File: config.mk
export PLATFORM = sky130hd
export DESIGN_NAME = lpc_mailbox
export DESIGN_NICKNAME = d
export VERILOG_FILES = /design/src/rtl/lpc_mailbox.sv
export SDC_FILE = /design/constraint.sdc
export NUM_CORES = 1
export LEC_CHECK = 0
export BUFFER_PORTS_ARGS = -buffer_cell sky130_fd_sc_hd__buf_2
export CAP_MARGIN = 20
export CORE_ASPECT_RATIO = 1.5
export CORE_UTILIZATION = 60
export CTS_BUF_LIST = sky130_fd_sc_hd__clkbuf_8
export CTS_CLUSTER_DIAMETER = 120
export CTS_CLUSTER_SIZE = 20
export DETAILED_ROUTE_END_ITERATION = 10
export PLACE_DENSITY = 0.85
export SLEW_MARGIN = 25
export SYNTH_ARGS = -nofsm -noshare
export SYNTH_HDL_FRONTEND = slang
export SYNTH_SLANG_ARGS = --single-unit
File: constraint.sdc
create_clock -name lclk -period 4.1 [get_ports lclk]
set_input_delay 0.205 -clock lclk [delete_from_list [all_inputs] [get_ports lclk]]
set_output_delay 0.205 -clock lclk [all_outputs]
set_load 0.05 [all_outputs]
File: src/rtl/lpc_mailbox.sv
module lpc_mailbox #(
  parameter logic [15:0] EXT_OFFSET = 16'h0010
) (
  input  logic       lclk,
  input  logic       lreset_n,
  input  logic       lframe_n,
  input  logic [3:0] lad_in,
  output logic [3:0] lad_out,
  output logic       lad_oe,
  output logic       host_irq,
  input  logic       loc_we,
  input  logic       loc_re,
  input  logic [5:0] loc_addr,
  input  logic [7:0] loc_wdata,
  output logic [7:0] loc_rdata
);
  localparam int NCH = 3;
  localparam int EXT_BYTES = 16;

  typedef enum logic [2:0] {S_IDLE, S_CYC, S_ADDR, S_WDAT, S_TAR, S_SYNC, S_RDAT, S_TARX} st_t;

  st_t         st;
  logic [1:0]  cnt;
  logic        is_wr;
  logic [15:0] addr;
  logic [7:0]  wdata, rdata;
  logic [15:0] base [NCH];
  logic [7:0]  ind [NCH];
  logic [7:0]  outd [NCH];
  logic [7:0]  ext [EXT_BYTES];
  logic [NCH-1:0] en, ien, ibf, obf, cd;

  logic        hit, hcd, hext;
  logic [1:0]  hch;
  logic [3:0]  eidx;
  logic [15:0] off3;
  logic [7:0]  hrd;
  logic        host_wr, host_rd;

  function automatic logic [7:0] status(input int c);
    return {4'b0, cd[c], 1'b0, ibf[c], obf[c]};
  endfunction

  always_comb begin
    hit = 1'b0; hcd = 1'b0; hext = 1'b0; hch = 2'd0; eidx = 4'd0;
    off3 = addr - base[2];
    if (en[2] && off3[15:4] == EXT_OFFSET[15:4]) begin
      hit = 1'b1; hext = 1'b1; eidx = off3[3:0];
    end
    for (int i = NCH - 1; i >= 0; i--)
      if (en[i] && (addr == base[i] || addr == base[i] + 16'd1)) begin
        hit = 1'b1; hext = 1'b0; hch = 2'(i); hcd = (addr != base[i]);
      end
  end

  assign hrd     = hext ? ext[eidx] : hcd ? status(int'(hch)) : outd[hch];
  assign host_wr = lframe_n && st == S_SYNC && is_wr && hit;
  assign host_rd = lframe_n && st == S_SYNC && !is_wr && hit;

  assign lad_oe   = st == S_SYNC || st == S_RDAT || st == S_TARX;
  assign lad_out  = st == S_SYNC ? 4'h0 :
                    st == S_RDAT ? (cnt == 2'd0 ? rdata[3:0] : rdata[7:4]) : 4'hF;
  assign host_irq = |(obf & ien);

  logic [1:0] lch;
  logic [2:0] loff;
  logic       lchv;
  assign lch  = loc_addr[4:3];
  assign loff = loc_addr[2:0];
  assign lchv = !loc_addr[5] && lch != 2'd3;

  always_comb begin
    loc_rdata = 8'h00;
    if (loc_addr[5]) begin
      if (!loc_addr[4]) loc_rdata = ext[loc_addr[3:0]];
    end else if (lchv) begin
      case (loff)
        3'd0: loc_rdata = ind[lch];
        3'd1: loc_rdata = outd[lch];
        3'd2: loc_rdata = status(int'(lch));
        3'd3: loc_rdata = base[lch][7:0];
        3'd4: loc_rdata = base[lch][15:8];
        3'd5: loc_rdata = {6'b0, ien[lch], en[lch]};
        default: loc_rdata = 8'h00;
      endcase
    end
  end

  always_ff @(posedge lclk or negedge lreset_n) begin
    if (!lreset_n) begin
      st <= S_IDLE; cnt <= '0; is_wr <= 1'b0; addr <= '0; wdata <= '0; rdata <= '0;
      en <= '0; ien <= '0; ibf <= '0; obf <= '0; cd <= '0;
      for (int i = 0; i < NCH; i++) begin base[i] <= '0; ind[i] <= '0; outd[i] <= '0; end
      for (int i = 0; i < EXT_BYTES; i++) ext[i] <= '0;
    end else begin
      if (!lframe_n) st <= (lad_in == 4'h0) ? S_CYC : S_IDLE;
      else case (st)
        S_CYC: begin
          cnt <= '0;
          if (lad_in == 4'h0)      begin is_wr <= 1'b0; st <= S_ADDR; end
          else if (lad_in == 4'h2) begin is_wr <= 1'b1; st <= S_ADDR; end
          else st <= S_IDLE;
        end
        S_ADDR: begin
          addr <= {addr[11:0], lad_in};
          cnt  <= cnt + 2'd1;
          if (cnt == 2'd3) begin cnt <= '0; st <= is_wr ? S_WDAT : S_TAR; end
        end
        S_WDAT: begin
          if (cnt == 2'd0) wdata[3:0] <= lad_in; else wdata[7:4] <= lad_in;
          cnt <= cnt + 2'd1;
          if (cnt == 2'd1) begin cnt <= '0; st <= S_TAR; end
        end
        S_TAR: begin
          if (!hit) st <= S_IDLE;
          else begin
            cnt <= cnt + 2'd1;
            if (cnt == 2'd1) begin cnt <= '0; st <= S_SYNC; end
          end
        end
        S_SYNC: begin rdata <= hrd; cnt <= '0; st <= is_wr ? S_TARX : S_RDAT; end
        S_RDAT: begin
          cnt <= cnt + 2'd1;
          if (cnt == 2'd1) begin cnt <= '0; st <= S_TARX; end
        end
        default: st <= S_IDLE;
      endcase

      if (loc_we && lchv)
        case (loff)
          3'd1: begin outd[lch] <= loc_wdata; obf[lch] <= 1'b1; end
          3'd3: base[lch][7:0]  <= loc_wdata;
          3'd4: base[lch][15:8] <= loc_wdata;
          3'd5: begin en[lch] <= loc_wdata[0]; ien[lch] <= loc_wdata[1]; end
          default: ;
        endcase
      if (loc_we && loc_addr[5] && !loc_addr[4]) ext[loc_addr[3:0]] <= loc_wdata;
      if (loc_re && lchv && loff == 3'd0) ibf[lch] <= 1'b0;

      if (host_wr) begin
        if (hext) ext[eidx] <= wdata;
        else begin ind[hch] <= wdata; ibf[hch] <= 1'b1; cd[hch] <= hcd; end
      end
      if (host_rd && !hext && !hcd) obf[hch] <= 1'b0;
    end
  end
endmodule

==> metrics, run 1 <==
syn_area_per_cell 10.3 um^2; drt first pass iters 5; vias per cell 7.03; initial antenna violation count 3; crit-path max cell delay 0.59 ns; Period minus WS final 4.01 ns; Num CTS Buffers 17; Async SR Flop Fraction 1.00; drt first-iter violations 1,354; Period Utilization, post-route 0.979; Syn. warnings 0; Reg area 0.00694 mm^2; area of the multi-input gates 0.0117 mm^2; clock root buffer clkbuf_8; r2r startpoint base[6]; final hold viol count 0; Slew @ Worst Pin 1.13 ns; maximum vdd drop 0.356 mV; Worst-path clk slew 0.13 ns; cell chain of the critical path inv_1 > ha_1 > nand2_1 > nor2_1 > a21boi_2 > nor3_1 > o211a_1 > or4b_1 > nor4b_2 > buf_4 > buf_12 > nand4b_2 > buf_12 > mux2_2; clk sinks 277; CTS Buffer Depth 3; Initial Utilization 0.606; area growth from synthesis to layout 8.65%; Max Freq 249 MHz; CTS tree done; io pins 37; Final ANT Viol Nets 0; Synth Register Bits 277; Ant. Diodes 0; Final Util 0.659; Avg WL per Cell 29.1 um; Port Buffers 36; P per Cell Area 367 mW/mm^2; Residual DRC 0; CP max-delay cell or4b_1; fill count 2,471; Die Y 221 um; startpoint types flip-flop; register area share after synthesis 0.360; Setup Skew 0.0269 ns; Leak 9.33 nW; status completed; Main synth FF type dfrtp_1; fraction of layout cells with a size suffix above 1 0.314; first-pass GRT wire length 101,000 um; Vias 16,400; Hold Crit Class primary input to flip-flop; Post-synth EDFFs 0; Post-Route WL 67,600 um; Site Rows 80; Max Transition Viols Final 0; dpl hpwl 48,900 um; area of the core 0.0317 mm^2; Hold Startpoint loc_re; total global routing track utilization 0.419; vias in the first global route 16,600; slew margin rel. 0.250; pin count of the biggest net entering global routing 135; Area after DPL 0.0204 mm^2; endpoints failing setup 0; syn nets 1,906; width of the die 148 um; gr ovfl total 0; die area 0.0328 mm^2; final net count 1,961; crit path launch base[6]; GPL Wtd Cong 1.02; critical path class flip-flop to flip-flop; latest clock arrival within the worst-skew pair 0.59 ns; Required @ worst endpoint 4.57 ns; post-synth cell types 86; Synth Cell Area 0.0192 mm^2; final instance area 0.0209 mm^2; CP dominant cell by count buf_12; Worst Path Arrival 4.49 ns; H-tree Lvls 1; max-capacitance violation count 0; Power, Total 0.00767 W; Setup crit end kind flip-flop; worst-path maximum fanout 8; Synth Instances 1,860
-- metrics by stage --
step	TNS (ns)	cells	hold slack, ns	worst slack (ns)
after floorplan	0	1860	-0.0906	0.0341
after global placement	0	2295	0.374	0.0357
after detailed placement	-0.0291	2295	0.380	-0.0291
after CTS	0	2319	0.0398	0.0546
after global routing	-0.739	2325	0.0308	-0.0637
final	0	2325	0.0523	0.0881
-- layer usage --
| layer | routed length [um] | up-vias | part of all wire | GRT usage |
|---|---|---|---|---|
| met5 | 13 | - | 0.00019 | 0 |
| met4 | 7420 | 2 | 0.11 | 0.371 |
| met3 | 5190 | 405 | 0.077 | 0.0695 |
| met2 | 33000 | 933 | 0.49 | 0.704 |
| met1 | 22000 | 8011 | 0.33 | 0.452 |
| li1 | - | 6999 | - | - |
-- cells in the mapped netlist (all sizes together), types with 8 or more instances --
cell,n,area share
mux2,309,0.18
dfrtp,277,0.36
nor2,140,0.028
nand2,116,0.023
clkbuf,103,0.020
mux2i,97,0.050
a21oi,93,0.024
o21ai,83,0.022
xnor2,60,0.027
mux4,59,0.069
nand3,45,0.012
inv,40,0.0078
buf,38,0.011
nand4,37,0.014
nor3,25,0.0065
nor4,24,0.0078
ha,22,0.014
nor2b,22,0.0072
a211oi,21,0.0082
xor2,20,0.0095
nand2b,16,0.0052
o211ai,16,0.0062
a31oi,15,0.0049
or4,13,0.0053
and3,11,0.0036
a221oi,10,0.0046
a22oi,9,0.0035
or4b,9,0.0047
and2,8,0.0026
and4,8,0.0036
nand3b,8,0.0031
-- area by class of cell --
| cell class | instances | area share |
|---|---|---|
| Tap cell | 410 | 0.0245 |
| Clock buffer | 17 | 0.0112 |
| Timing Repair Buffer | 177 | 0.0661 |
| Multi-Input combinational cell | 1402 | 0.559 |
| Clock inverter | 2 | 0.000598 |
| Inverter | 40 | 0.00718 |
| Sequential cell | 277 | 0.332 |
-- what timing repair did --
action,CTS,global route
pin swaps,0,3
endpoints found under the setup margin,1,121
resized for setup,1,23
hold buffers,5,0
buffers inserted,0,5
cloned,0,0
hold endpoints to repair,141,0
-- flip-flops by register name (all words and copies together) (netlist names), 8 cells and up --
signal  flops
outd       24
base       48
wdata       8
ext       128
ind        24
rdata       8
addr       16
-- cells by family (layout without fill, tap and decap cells) --
kind of cell,after synthesis,count (layout),synth area share
compound gates,322,322,0.109
flops,277,277,0.360
simple gates,512,512,0.140
xor+xnor,80,80,0.0368
fa+ha+maj,23,23,0.0153
mux,465,465,0.300
buf+inv,181,236,0.0386
-- worst max-delay path, delay by kind of cell, from the launching register on --
kind | cells | cell delay, ns
and+or+nand+nor | 6 | 1.56
buffers and inverters | 4 | 0.65
DFF | 1 | 0.50
AOI/OAI and AO/OA | 2 | 0.50
adders and majority gates | 1 | 0.44
muxes | 1 | 0.27
-- path summary, 6_finish.rpt --
check,to,slack (ns),cells after the start
min in group asynchronous,ext[108],0.07,2
min,ibf[0],0.05,4
min reg2reg,ind[7],0.50,1
max reg2reg,ext[70],0.09,14
max in group asynchronous,ext[11],2.81,4
max,ext[70],0.09,14
-- cell usage in the layout, fill, tap and decap left out, types with 7 or more instances in the layout --
cell type	synthesis	routed
a211oi_1	21	21
a21oi_1	92	88
a221oi_1	10	10
a22oi_1	9	9
a31oi_1	15	15
and2_1	8	8
and3_1	11	11
and4_1	8	8
buf_12	0	8
buf_2	12	35
buf_4	1	127
clkbuf_8	0	17
dfrtp_1	277	273
ha_1	22	18
inv_1	40	40
mux2_1	12	12
mux2_2	297	297
mux2i_1	97	97
mux4_2	59	59
nand2_1	116	116
nand2b_1	16	15
nand3_1	42	42
nand3b_1	8	8
nand4_1	32	32
nor2_1	138	138
nor2b_1	22	20
nor3_1	25	25
nor4_1	24	24
o211ai_1	16	16
o21ai_0	81	81
or3_1	7	7
or4_1	12	12
or4b_1	8	7
xnor2_1	60	59
xor2_1	19	19
-- power breakdown --
| part | internal, W | switching, W | leakage, nW | total, W |
|---|---|---|---|---|
| Sequential | 0.00303 | 0.000345 | 3.70 | 0.00338 |
| Combinational | 0.00127 | 0.00175 | 5.50 | 0.00302 |
| Clock | 0.000384 | 0.000892 | 0.126 | 0.00128 |
(Power assumes the default switching activity.)
==> run 2: changes to the inputs <==
--- a/config.mk
+++ b/config.mk
@@ -14,6 +14,7 @@
 export CTS_CLUSTER_SIZE = 20
 export DETAILED_ROUTE_END_ITERATION = 10
 export PLACE_DENSITY = 0.85
+export REMOVE_ABC_BUFFERS = 1
 export SLEW_MARGIN = 25
 export SYNTH_ARGS = -nofsm -noshare
 export SYNTH_HDL_FRONTEND = slang
==> run 2 against run 1 <==
- die area stayed put
- critical endpoint is now ext[26]
- via count is 1.1% higher
- register-to-register slack better by 0.05 ns
- largest power group unchanged
==> metrics, run 2 (same netlist as run 1, synthesis figures left out) <==
io pins 37 (unchanged); WP buf/inv 1 (-3); total global routing track utilization 0.411 (-0.00783); Slew @ Worst Pin 1.06 ns (-0.0638 ns); Avg WL per Cell 28.8 um (-0.98%); Top reg by flops ext; clock root buffer clkbuf_8; Num CTS Buffers 17 (unchanged); Max Transition Viols Final 0 (unchanged); delay-heaviest family, CP compound AO/OA/AOI/OAI gates; Worst Path Arrival 4.39 ns (-0.10 ns); critical path class flip-flop to flip-flop; Site Rows 80 (unchanged); startpoint types flip-flop; Period Utilization, post-route 0.966 (-0.0123); CTS Buffer Depth 3 (unchanged); clk sinks 277 (unchanged); Fin Hold WS 0.0826 ns (+0.0303 ns); Top Registers ext: 128 flops, base: 48 flops; max reg flops 128 (unchanged); final worst slack 0.139 ns (+0.0505 ns); WHS Path Cells 4 (unchanged); initial antenna violation count 3 (unchanged); H-tree Lvls 1 (unchanged); Setup crit end kind flip-flop; Post-Route WL 66,200 um (-2.1%); die area 0.0328 mm^2 (unchanged); final net count 1,932 (-1.5%); Hold Crit Class primary input to flip-flop; worst r2r path cells 11 (-3); Setup Skew 0.0275 ns (+0.000568 ns); Final Util 0.652 (-0.00670); most common library cell in the layout ignoring fill and taps mux2_2; dpl cells 2,269 (-1.1%); Die Y 221 um (unchanged); CP Depth 11 (-3); Port Buffers 36 (unchanged); most frequent cells in the layout mux2_2, dfrtp_1, nor2_1; fraction of layout cells with a size suffix above 1 0.302 (-0.0120); GPL Wtd Cong 1.04 (+1.5%); dpl hpwl 47,800 um (-2.3%); final std cells w/o fill 2,298 (-1.2%); area of the core 0.0317 mm^2 (unchanged); vias per cell 7.19 (+2.3%); pin count of the biggest net entering global routing 114 (-16%); vias in the first global route 16,600 (-0.51%); Worst-path clk slew 0.14 ns (about the same); Final ANT Viol Nets 0 (unchanged); Required @ worst endpoint 4.53 ns (-0.04 ns); gr ovfl total 0 (unchanged); max-capacitance violation count 0 (unchanged); width of the die 148 um (unchanged); unrepaired setup endpoints after global routing false; cell chain of the critical path ha_1 > a21o_1 > a221o_1 > a21oi_1 > a221oi_1 > a2111oi_0 > and3_1 > nor4b_4 > buf_4 > nand4_2 > mux2_2; slew margin rel. 0.290 (+0.0399); latest clock arrival within the worst-skew pair 0.56 ns (-0.03 ns); Max Freq 252 MHz (+1.3%); area growth from synthesis to layout 7.55%; P per Cell Area 367 mW/mm^2 (about the same); worst-path maximum fanout 8 (unchanged); crit-path max cell delay 0.55 ns (-0.04 ns); endpoints failing setup 0 (unchanged); drt first pass iters 6 (+1); CTS tree done; Leak 9.13 nW (-2.1%); first-pass GRT wire length 100,000 um (-1.3%); drt first-iter violations 1,785 (+32%); Residual DRC 0 (unchanged); maximum vdd drop 0.361 mV (+1.3%); sum of negative setup slack 0 ns (unchanged); final hold viol count 0 (unchanged); Vias 16,500 (+1.1%); pre-CTS setup slack -0.177 ns (-0.147 ns); CP max-delay cell dfrtp_1; Period minus WS final 3.96 ns (-0.0505 ns); Initial Utilization 0.606 (unchanged); status completed
## run 2: final timing paths
kind	from	slack [ns]	endpoint
max	addr[10]	0.14	ext[26]
max reg2reg	addr[10]	0.14	ext[26]
min reg2reg	ind[5]	0.50	ind[5]
min	loc_re	0.08	ibf[0]
max in group asynchronous	lreset_n	2.79	addr[1]
min in group asynchronous	lreset_n	0.20	ext[81]
## run 2: metrics by stage
step                      cell area (um^2)  power, W
after detailed placement             20200   0.00623
after global routing                 20700   0.00788
after global placement               20200   0.00614
after CTS                            20500   0.00742
after floorplan                      18600   0.00512
final                                20700   0.00759
## run 2: per-layer routing
layer	global-route usage	share of wire	vias up	wire length, um
met2	0.690	0.49	1088	32400
met4	0.356	0.11	0	7120
met3	0.0637	0.081	400	5390
met5	0	0	-	0
met1	0.451	0.32	8076	21300
li1	-	-	6969	-
## run 2: tightest hold or removal path, stage by stage
cell and delay [ns]:
buf_2 0.11, nand4b_1 0.15, o31ai_1 0.08, nand2_1 0.05
## run 2: cell type report
cell class / count / area, um^2
multi-input cells: 1402 / 11800
clock inverters: 1 / 5.00
repair buffers: 148 / 1100
fillers: 2414 / 11000
well taps: 410 / 513
diodes: 3 / 7.51
flip-flops and latches: 277 / 6940
inverters: 40 / 150
clock buffers: 17 / 234
## run 2: power by group
group | total (W) | switching, W | internal [W]
Combinational | 0.00298 | 0.00173 | 0.00125
Sequential | 0.00338 | 0.000346 | 0.00303
Clock | 0.00124 | 0.000854 | 0.000382
## run 2: what timing repair did
item	CTS	global route
hold buffers	6	0
endpoints found under the setup margin	16	145
cloned	0	0
setup buffers	1	0
hold endpoints to repair	83	0
gates resized for setup	3	29
pin swaps	1	0
